$ cat config.mk
export PLATFORM = sky130hd
export DESIGN_NAME = resv_mon
export DESIGN_NICKNAME = d
export VERILOG_FILES = /design/src/rtl/resv_mon_pkg.sv /design/src/rtl/resv_mon_ctrl.sv /design/src/rtl/resv_mon_datapath.sv /design/src/rtl/resv_mon.sv
export SDC_FILE = /design/constraint.sdc
export NUM_CORES = 1
export LEC_CHECK = 0
export BUFFER_PORTS_ARGS = -buffer_cell sky130_fd_sc_hd__buf_2
export CAP_MARGIN = 15
export CORE_UTILIZATION = 30
export DETAILED_ROUTE_END_ITERATION = 7
export PLACE_DENSITY = 0.47
export REMOVE_ABC_BUFFERS = 1
export SKIP_CTS_REPAIR_TIMING = 1
export SLEW_MARGIN = 10
export SYNTH_ARGS = -nofsm -noshare
export SYNTH_HDL_FRONTEND = slang
export SYNTH_SLANG_ARGS = --single-unit
$ cat constraint.sdc
create_clock -name clk -period 3.03 [get_ports clk]
set_input_delay 0.4545 -clock clk [delete_from_list [all_inputs] [get_ports clk]]
set_output_delay 0.4545 -clock clk [all_outputs]
set_load 0.02 [all_outputs]
$ cat src/rtl/resv_mon_pkg.sv
package resv_mon_pkg;

  // Completion operation codes (see brief, R1/R2/R5/R8)
  typedef enum logic [2:0] {
    OP_STORE  = 3'd0,
    OP_LL     = 3'd1,
    OP_SC     = 3'd2,
    OP_LKRD   = 3'd3,
    OP_LKWR   = 3'd4,
    OP_RMWRD  = 3'd5,
    OP_FLUSH  = 3'd6,
    OP_OTHER  = 3'd7
  } cmplOp_e;

  // Strobes from control to datapath
  typedef struct packed {
    logic fire;       // a completion is being processed
    logic setLock;    // load-linked: create or retarget reservation
    logic condStore;  // store-conditional: evaluate and clear line
    logic plainWr;    // ordinary write: clear own reservation
    logic blkSet;     // locked read: block queue
    logic blkClr;     // locked write: release queue
  } resvStrobe_t;

endpackage

$ cat src/rtl/resv_mon_ctrl.sv
module resv_mon_ctrl
  import resv_mon_pkg::*;
(
  input  logic        cmplValid,
  input  logic [2:0]  cmplOp,
  output resvStrobe_t stb
);

  cmplOp_e opDec;

  always_comb begin
    opDec = cmplOp_e'(cmplOp);
    stb   = '0;
    stb.fire = cmplValid;
    if (cmplValid) begin
      unique case (opDec)
        OP_LL:   stb.setLock   = 1'b1;
        OP_SC:   stb.condStore = 1'b1;
        OP_LKRD: begin
          stb.plainWr = 1'b1;
          stb.blkSet  = 1'b1;
        end
        OP_LKWR: begin
          stb.plainWr = 1'b1;
          stb.blkClr  = 1'b1;
        end
        default: stb.plainWr = 1'b1;
      endcase
    end
  end

endmodule

$ cat src/rtl/resv_mon_datapath.sv
module resv_mon_datapath
  import resv_mon_pkg::*;
#(
  parameter int NUM_SLOTS = 4,
  parameter int LINE_W    = 26,
  parameter int ID_W      = 4
) (
  input  logic              clk,
  input  logic              rstN,
  input  resvStrobe_t       stb,
  input  logic [LINE_W-1:0] cmplLine,
  input  logic [ID_W-1:0]   cmplReq,
  input  logic              invValid,
  input  logic [LINE_W-1:0] invLine,
  output logic              rspValid,
  output logic              rspSuccess,
  output logic              qBlock,
  output logic [LINE_W-1:0] qBlockLine
);

  localparam int PTR_W = (NUM_SLOTS > 1) ? $clog2(NUM_SLOTS) : 1;
  localparam logic [PTR_W-1:0] LAST_SLOT = PTR_W'(NUM_SLOTS - 1);

  logic [NUM_SLOTS-1:0] slotV, nV;
  logic [LINE_W-1:0]    slotLine [NUM_SLOTS];
  logic [LINE_W-1:0]    nLine    [NUM_SLOTS];
  logic [ID_W-1:0]      slotOwn  [NUM_SLOTS];
  logic [ID_W-1:0]      nOwn     [NUM_SLOTS];
  logic [PTR_W-1:0]     allocPtr, nPtr;

  logic [NUM_SLOTS-1:0] lineHit, ownHit;
  logic anyHit, anyOwn;

  // Per-slot match logic
  for (genvar g = 0; g < NUM_SLOTS; g++) begin : gMatch
    assign lineHit[g] = slotV[g] && (slotLine[g] == cmplLine);
    assign ownHit[g]  = lineHit[g] && (slotOwn[g] == cmplReq);
  end

  assign anyHit = |lineHit;
  assign anyOwn = |ownHit;

  // Next reservation state
  always_comb begin
    nV   = slotV;
    nPtr = allocPtr;
    for (int i = 0; i < NUM_SLOTS; i++) begin
      nLine[i] = slotLine[i];
      nOwn[i]  = slotOwn[i];
    end
    if (stb.fire) begin
      if (stb.setLock) begin
        if (anyHit) begin
          for (int i = 0; i < NUM_SLOTS; i++)
            if (lineHit[i]) nOwn[i] = cmplReq;
        end else begin
          nV[allocPtr]    = 1'b1;
          nLine[allocPtr] = cmplLine;
          nOwn[allocPtr]  = cmplReq;
          nPtr = (allocPtr == LAST_SLOT) ? '0 : allocPtr + 1'b1;
        end
      end
      if (stb.condStore) begin
        for (int i = 0; i < NUM_SLOTS; i++)
          if (lineHit[i]) nV[i] = 1'b0;
      end
      if (stb.plainWr) begin
        for (int i = 0; i < NUM_SLOTS; i++)
          if (ownHit[i]) nV[i] = 1'b0;
      end
    end
    if (invValid) begin
      for (int i = 0; i < NUM_SLOTS; i++)
        if (nV[i] && (nLine[i] == invLine)) nV[i] = 1'b0;
    end
  end

  always_ff @(posedge clk) begin
    if (!rstN) begin
      slotV    <= '0;
      allocPtr <= '0;
      for (int i = 0; i < NUM_SLOTS; i++) begin
        slotLine[i] <= '0;
        slotOwn[i]  <= '0;
      end
    end else begin
      slotV    <= nV;
      allocPtr <= nPtr;
      for (int i = 0; i < NUM_SLOTS; i++) begin
        slotLine[i] <= nLine[i];
        slotOwn[i]  <= nOwn[i];
      end
    end
  end

  // Response and queue block registers
  always_ff @(posedge clk) begin
    if (!rstN) begin
      rspValid   <= 1'b0;
      rspSuccess <= 1'b0;
      qBlock     <= 1'b0;
      qBlockLine <= '0;
    end else begin
      rspValid   <= stb.fire;
      rspSuccess <= stb.fire && (!stb.condStore || anyOwn);
      if (stb.fire && stb.blkSet) begin
        qBlock     <= 1'b1;
        qBlockLine <= cmplLine;
      end else if (stb.fire && stb.blkClr && qBlock && (qBlockLine == cmplLine)) begin
        qBlock <= 1'b0;
      end
    end
  end

  // ---------------- assertions ----------------
  function automatic logic lineHeld(input logic [LINE_W-1:0] ln);
    logic r;
    r = 1'b0;
    for (int i = 0; i < NUM_SLOTS; i++)
      if (slotV[i] && slotLine[i] == ln) r = 1'b1;
    return r;
  endfunction

  function automatic logic lineHeldBy(input logic [LINE_W-1:0] ln, input logic [ID_W-1:0] id);
    logic r;
    r = 1'b0;
    for (int i = 0; i < NUM_SLOTS; i++)
      if (slotV[i] && slotLine[i] == ln && slotOwn[i] == id) r = 1'b1;
    return r;
  endfunction

  logic dupLine;
  always_comb begin
    dupLine = 1'b0;
    for (int i = 0; i < NUM_SLOTS; i++)
      for (int j = i + 1; j < NUM_SLOTS; j++)
        if (slotV[i] && slotV[j] && slotLine[i] == slotLine[j]) dupLine = 1'b1;
  end

  AST_LL_HOLDS: assert property (@(posedge clk) disable iff (!rstN)
    (stb.fire && stb.setLock && !(invValid && invLine == cmplLine))
      |=> lineHeldBy($past(cmplLine), $past(cmplReq)));

  AST_RSP_NEXT: assert property (@(posedge clk) disable iff (!rstN)
    stb.fire |=> rspValid);

  AST_NO_RSP_IDLE: assert property (@(posedge clk) disable iff (!rstN)
    !stb.fire |=> (!rspValid && !rspSuccess));

  AST_SC_CLEARS: assert property (@(posedge clk) disable iff (!rstN)
    (stb.fire && stb.condStore) |=> !lineHeld($past(cmplLine)));

  AST_PLAIN_OK: assert property (@(posedge clk) disable iff (!rstN)
    (stb.fire && !stb.condStore) |=> rspSuccess);

  AST_LINE_UNIQUE: assert property (@(posedge clk) disable iff (!rstN)
    !dupLine);

  AST_BLK_SET: assert property (@(posedge clk) disable iff (!rstN)
    (stb.fire && stb.blkSet) |=> (qBlock && qBlockLine == $past(cmplLine)));

  AST_INV_CLEARS: assert property (@(posedge clk) disable iff (!rstN)
    invValid |=> !lineHeld($past(invLine)));

endmodule

$ cat src/rtl/resv_mon.sv
module resv_mon
  import resv_mon_pkg::*;
#(
  parameter int NUM_SLOTS = 4,
  parameter int LINE_W    = 26,
  parameter int ID_W      = 4
) (
  input  logic              clk,
  input  logic              rstN,
  input  logic              cmplValid,
  input  logic [2:0]        cmplOp,
  input  logic [LINE_W-1:0] cmplLine,
  input  logic [ID_W-1:0]   cmplReq,
  input  logic              invValid,
  input  logic [LINE_W-1:0] invLine,
  output logic              rspValid,
  output logic              rspSuccess,
  output logic              qBlock,
  output logic [LINE_W-1:0] qBlockLine
);

  resvStrobe_t stb;

  resv_mon_ctrl u_ctrl (
    .cmplValid (cmplValid),
    .cmplOp    (cmplOp),
    .stb       (stb)
  );

  resv_mon_datapath #(
    .NUM_SLOTS (NUM_SLOTS),
    .LINE_W    (LINE_W),
    .ID_W      (ID_W)
  ) u_dp (
    .clk        (clk),
    .rstN       (rstN),
    .stb        (stb),
    .cmplLine   (cmplLine),
    .cmplReq    (cmplReq),
    .invValid   (invValid),
    .invLine    (invLine),
    .rspValid   (rspValid),
    .rspSuccess (rspSuccess),
    .qBlock     (qBlock),
    .qBlockLine (qBlockLine)
  );

  AST_RST_CLEAN: assert property (@(posedge clk)
    !rstN |=> (!rspValid && !qBlock));

endmodule

After elaboration in Yosys (flattened, before gate mapping)
Memory sizes are Yosys's and may differ from the RTL's.
Index checks and enable logic that the tools add are counted.
{"block": "word_totals", "mem_count": 2, "latch_bits": 0, "reg_bits": 35, "input_bits": 63, "output_inout_bits": 29, "word_cells": 123, "mem_bits_rw": 120, "mem_bits_ro": 0}
{"block": "classes", "bitwise_logic": 11, "mux": 55, "shift": 0, "div_mod_pow": 0, "mul": 0, "magnitude_cmp": 4, "addsub": 1, "eq_ne": 18, "reduce_logical": 26}
{"memory": "u_dp.slotLine", "words": 4, "word_bits": 26, "rd": 4, "rd_ports_with_merged_regs": 0, "write_ports": 4, "line": "resv_mon_datapath.sv:25", "source": "logic [LINE_W-1:0] slotLine [NUM_SLOTS];"}
{"memory": "u_dp.slotOwn", "words": 4, "word_bits": 4, "rd": 4, "rd_ports_with_merged_regs": 0, "write_ports": 4, "line": "resv_mon_datapath.sv:27", "source": "logic [ID_W-1:0] slotOwn [NUM_SLOTS];"}
{"op": "$mux 104", "n": 3}
{"op": "$eq 26x26->1", "n": 9}
{"op": "$mux 26", "n": 5}
{"op": "$bwmux 104", "n": 1}
{"op": "$mux 4", "n": 15}
{"op": "$demux 26 s2", "n": 1}
{"op": "$mux 16", "n": 3}
{"op": "$mux 1", "n": 22}
{"op": "$logic_and 1x1->1", "n": 19}
{"op": "$bwmux 16", "n": 1}
{"op": "$eq 4x4->1", "n": 4}
{"op": "$demux 4 s2", "n": 1}
{"op": "$or 1x1->1", "n": 8}
{"op": "$reduce_or 4->1", "n": 2}
{"op": "$eq 3x2->1 const B", "n": 2}
{"op": "$mux 5", "n": 1}
{"op": "$or 4x4->4", "n": 1}
{"op": "$eq 3x1->1 const B", "n": 1}
{"op": "$eq 3x3->1 const B", "n": 1}
{"op": "$ge 3x3->1 const B", "n": 1}
{"op": "$lt 2x3->1 const B", "n": 1}
{"op": "$lt 3x1->1 const B", "n": 1}
{"op": "$not 2->3", "n": 1}
{"op": "$reduce_and 3->1", "n": 1}
{"op": "10 further kinds", "n": 10}

Longest topological paths before layout
{"block": "logic_depth", "depth_word": 15, "depth_mapped": 14, "depth_no_buf": 10}

By module
A second synthesis with hierarchy kept.
{"block": "hier_totals", "cells_unflattened": 1187, "hier_area_um2": 9984.6}
{"module": "resv_mon_datapath", "seq_area_each_um2": 3103.0, "cells_each": 1179, "instances": 1, "area_each_um2": 9915.8}
{"module": "resv_mon_ctrl", "seq_area_each_um2": 0.0, "cells_each": 8, "instances": 1, "area_each_um2": 68.8}

Least setup slack after synthesis
OpenSTA, ideal clock, no wires.
{"block": "synth_timing", "path_kind": "input port to flip-flop", "from": "input cmplLine[14]", "to": "register u_dp.slotV[1]", "t_arrival_ps": 2529, "path_buffers": 3, "required_ps": 2900, "setup_slack_ps": 371, "setup_time_ps": 130, "stages": 11, "path_cell_list": "buf_2 > xnor2_1 > nand4_1 > nor4_2 > a41oi_1 > nand4_1 > buf_4 > buf_2 > mux2_2 > a221oi_1 > a21oi_1"}
{"block": "synth_between", "elab_chain_len": 13, "elab_cells_between_ends": 25, "classes_between": "5 x eq/ne; 13 x mux; 7 x reduce/logical"}
{"item": "start, declared", "line": "resv_mon.sv:12", "source": "input logic [LINE_W-1:0] cmplLine,"}
{"item": "$eq 26x26->1", "line": "resv_mon_datapath.sv:36", "source": "assign lineHit[g] = slotV[g] && (slotLine[g] == cmplLine);"}
{"item": "$logic_and 1x1->1", "line": "resv_mon_datapath.sv:36"}
{"item": "$reduce_or 4->1", "line": "resv_mon_datapath.sv:40", "source": "assign anyHit = |lineHit;"}
{"item": "$mux 4", "line": "resv_mon_datapath.sv:53", "source": "if (anyHit) begin"}
{"item": "$mux 4", "line": "resv_mon_datapath.sv:52", "source": "if (stb.setLock) begin"}
{"item": "$mux 1", "line": "resv_mon_datapath.sv:65", "source": "if (lineHit[i]) nV[i] = 1'b0;"}
{"item": "$mux 4", "line": "resv_mon_datapath.sv:63", "source": "if (stb.condStore) begin"}
{"item": "$mux 1", "line": "resv_mon_datapath.sv:69", "source": "if (ownHit[i]) nV[i] = 1'b0;"}
{"item": "$mux 4", "line": "resv_mon_datapath.sv:67", "source": "if (stb.plainWr) begin"}
{"item": "$mux 4", "line": "resv_mon_datapath.sv:51", "source": "if (stb.fire) begin"}
{"item": "$logic_and 1x1->1", "line": "resv_mon_datapath.sv:74", "source": "if (nV[i] && (nLine[i] == invLine)) nV[i] = 1'b0;"}
{"item": "$mux 1", "line": "resv_mon_datapath.sv:74"}
{"item": "$mux 4 (*)", "line": "resv_mon_datapath.sv:72", "source": "if (invValid) begin"}
{"item": "end signal, assigned", "line": "resv_mon_datapath.sv:87", "source": "slotV <= nV;"}
{"item": "end, declared", "line": "resv_mon_datapath.sv:24", "source": "logic [NUM_SLOTS-1:0] slotV, nV;"}
Every way passes the cells marked *; elsewhere a longest branch is shown, timed or not.
A chain may end at the register's enable or synchronous reset.

==> flow_metrics.env <==
export IMPL_status="completed"
export IMPL_synth_top_cells_by_count="dfxtp_1 (155), xnor2_1 (129), nand2_1 (107)"
export IMPL_dr_first_iter_drc_count=736
export IMPL_gr_total_overflow=0
export IMPL_tightestPinTransition_ns=0.600
export IMPL_final_nets=1429
export IMPL_min_period_ns=2.91
export IMPL_yosys_warnings=0
export IMPL_critPathLaunch="u_dp.slotLine[0][82]$_SDFF_PN0_"
export IMPL_rrSetupSlack_ns=0.12
export IMPL_slew_headroom_pct=59.7
export IMPL_core_area_um2=31700
export IMPL_num_rows=65
export IMPL_hpwl_um=33600
export IMPL_power_leakage_nw=5.37
export IMPL_slowest_delay_ns=0.49
export IMPL_ys_seq_area_share_pct=31.9
export IMPL_cp_max_fo=15
export IMPL_antenna_found_initial=1
export IMPL_fin_crit_sh_pct=96.0
export IMPL_slowest_stage="dfxtp_1"
export IMPL_insertion_delay_ns=0.45
export IMPL_syn2layout_area_growth_pct=29.3
export IMPL_r2r_end="u_dp.slotV[2]$_SDFF_PN0_"
export IMPL_crit_chain="xnor2_1 > nand4_1 > nor4_2 > nand4_2 > and2_4 > nand3_4 > buf_12 > mux2i_1 > xnor2_1 > nor4_1 > a31oi_1"
export IMPL_htreeDepth=4
export IMPL_syn_inst=1133
export IMPL_cp_top_family="simple AND/OR/NAND/NOR gates"
export IMPL_cts_sinks=155
export IMPL_p_per_area_nw_per_um2=412
export IMPL_multi_input_area_um2=5990
export IMPL_synth_area_leaders="dfxtp_1 (32%), xnor2_1 (12%), xor2_1 (8.9%), mux2i_1 (7.9%), nor2b_1 (6.8%)"
export IMPL_cap_violations=0
export IMPL_clkTransAtPathRegs_ns=0.07
export IMPL_synth_compound_area_share_pct=10.8
export IMPL_grt_setup_unrepaired="false"
export IMPL_initial_utilization_pct=30.6
export IMPL_postRouteAntennaNets=0
export IMPL_synth_cell_types=56
export IMPL_crit_path_end="u_dp.slotV[2]$_SDFF_PN0_"
export IMPL_drv_slew=0
export IMPL_wirelength_um=41600
export IMPL_synth_simple_area_share_pct=20.9
export IMPL_hp_class="primary input to flop"
export IMPL_vias=8941
export IMPL_syn_area_um2=9720
export IMPL_cts_buffers=17
export IMPL_cp_required_ns=3.35
export IMPL_cts_tree="done"
export IMPL_peakVddDrop_mv=0.396
export IMPL_cpMostUsedCell="xnor2_1"
export IMPL_hold_viol_final=0
export IMPL_yosys_register_bits=155
export IMPL_fin_skew_ns=0.0123
export IMPL_arrival_ns=3.22
export IMPL_root_buffer="clkbuf_16"
export IMPL_ioPinCount=92
export IMPL_worstSetupPathType="flop to flop"
export IMPL_grt_max_degree=86
export IMPL_track_usage_pct=25.4
export IMPL_cp_num_cells=11
export IMPL_synth_xor_area_share_pct=20.9
export IMPL_seq_area_um2=3100
export IMPL_portBuffers=91
export IMPL_synthArstFlopShare_pct=0
export IMPL_final_setup_tns_ns=0
export IMPL_finalPower_mw=5.17
export IMPL_setup_viol=0
export IMPL_synthFlopType="dfxtp_1"
export IMPL_synth_top_family_by_area="XOR/XNOR gates"
export IMPL_cts_buffer_depth=2
export IMPL_fill_cells=3311
export IMPL_vias_per_cell=5.03
export IMPL_cp_end_kind="flop"
export IMPL_die_h_um=182
export IMPL_wl_per_cell_um=23.4
export IMPL_synth_top_area_cell="dfxtp_1"
export IMPL_synth_most_common_cell="dfxtp_1"
export IMPL_synth_edff_count=0
export IMPL_first_pass_iters=5
export IMPL_place_gp_congestion=1.01
export IMPL_drive_gt1_share_pct=26.0
export IMPL_drc_errors=0
export IMPL_clock_fmax_mhz=344
export IMPL_muxShareOfSynthArea_pct=8.28
export IMPL_synth_top_area_share_pct=31.9
export IMPL_fp_dieArea_um2=33100
export IMPL_grt_pass1_vias=8892
export IMPL_synth_fa_ha_area_share_pct=0.515
export IMPL_syn_area_per_cell_um2=8.58
export IMPL_grt_pass1_wl_um=60100
export IMPL_r2r_start="u_dp.slotLine[0][82]$_SDFF_PN0_"
export IMPL_cp_start_kind="flop"
export IMPL_worst_path_buf_inv=1
export IMPL_die_w_um=182
export IMPL_worstRegToRegCells=11
-- registers in the layout, summed over array words and instances (netlist names) --
signal,cells
u_dp.slotLine,104
u_dp.qBlock,1
u_dp.slotOwn,16
u_dp.qBlockLine,26
u_dp.slotV,4
u_dp.rspSuccess,1
u_dp.allocPtr,2
u_dp.rspValid,1
-- cell families (layout without fill, tap and decap cells) --
| group | count (synthesis) | in the layout |
|---|---|---|
| AOI/OAI and AO/OA | 154 | 154 |
| xor gates and xnor gates | 230 | 230 |
| adders and majority gates | 4 | 4 |
| buffers and inverters | 136 | 378 |
| DFF | 155 | 155 |
| muxes | 80 | 80 |
| other | 0 | 1 |
| and+or+nand+nor | 374 | 374 |
-- worst min-delay path: cells and delay by family --
family	cells	cell delay, ns
AO/OA/AOI/OAI	1	0.07
AND/OR/NAND/NOR	1	0.08
buffers and inverters	1	0.18
-- report_power, final --
part	internal (mW)	switching [mW]	total, mW
registers	2.06	0.0194	2.08
clock network	1.26	0.995	2.25
logic	0.347	0.496	0.843
-- routing by layer --
layer	up-vias	share of wire, %	global-route usage, %
met5	-	0	0
met4	0	4.3	11.4
met3	63	5.7	4.71
met2	307	44	40.0
met1	4288	46	33.8
li1	4283	-	-
-- how the worst min path moves through the flow --
stage | startpoint | endpoint | slack, ns | cells past startpoint
finish | cmplLine[10] | u_dp.qBlockLine[10]$_SDFFE_PN0P_ | 0.37 | 3
global route | cmplLine[10] | u_dp.qBlockLine[10]$_SDFFE_PN0P_ | 0.39 | 3
CTS | cmplLine[10] | u_dp.qBlockLine[10]$_SDFFE_PN0P_ | 0.35 | 3
detailed placement | u_dp.qBlockLine[25]$_SDFFE_PN0P_ | u_dp.qBlockLine[25]$_SDFFE_PN0P_ | 0.48 | 2
global placement | u_dp.qBlockLine[25]$_SDFFE_PN0P_ | u_dp.qBlockLine[25]$_SDFFE_PN0P_ | 0.48 | 2
floorplan | u_dp.allocPtr[1]$_SDFFE_PN0P_ | u_dp.allocPtr[1]$_SDFFE_PN0P_ | 0.48 | 2
-- cell type report --
type | count | area share, %
multi-input cells | 842 | 47.7
flip-flops and latches | 155 | 24.7
repair buffers | 302 | 17.5
well taps | 402 | 4.00
clock buffers | 19 | 3.52
inverters | 44 | 1.31
clock inverters | 13 | 1.23
diodes | 1 | 0.0199
-- metrics by stage --
stage / hold WS, ns / instances / util [%] / setup WS, ns / instance area [um2]
6_report: 0.373 / 1778 / 39.6 / 0.122 / 12600
5_1_grt: 0.386 / 1777 / 39.6 / 0.0209 / 12600
4_1_cts: 0.349 / 1777 / 39.5 / 0.0889 / 12500
3_5_place_dp: 0.481 / 1745 / 37.7 / -0.232 / 11900
3_3_place_gp: 0.475 / 1745 / 37.7 / -0.271 / 11900
2_1_floorplan: 0.476 / 1041 / - / -0.581 / 9230
-- placed cells by master (no fill, tap or decap), types with 38 or more instances in the layout --
| cell | netlist | routed |
|---|---|---|
| a21boi_0 | 40 | 40 |
| a21oi_1 | 40 | 40 |
| buf_2 | 24 | 90 |
| buf_4 | 7 | 199 |
| dfxtp_1 | 155 | 155 |
| inv_1 | 44 | 44 |
| mux2i_1 | 77 | 76 |
| nand2_1 | 107 | 107 |
| nand4_1 | 40 | 40 |
| nor2_1 | 38 | 38 |
| nor2b_1 | 106 | 106 |
| xnor2_1 | 129 | 129 |
| xor2_1 | 99 | 98 |
No activity file was read; power rests on OpenSTA's default activity.
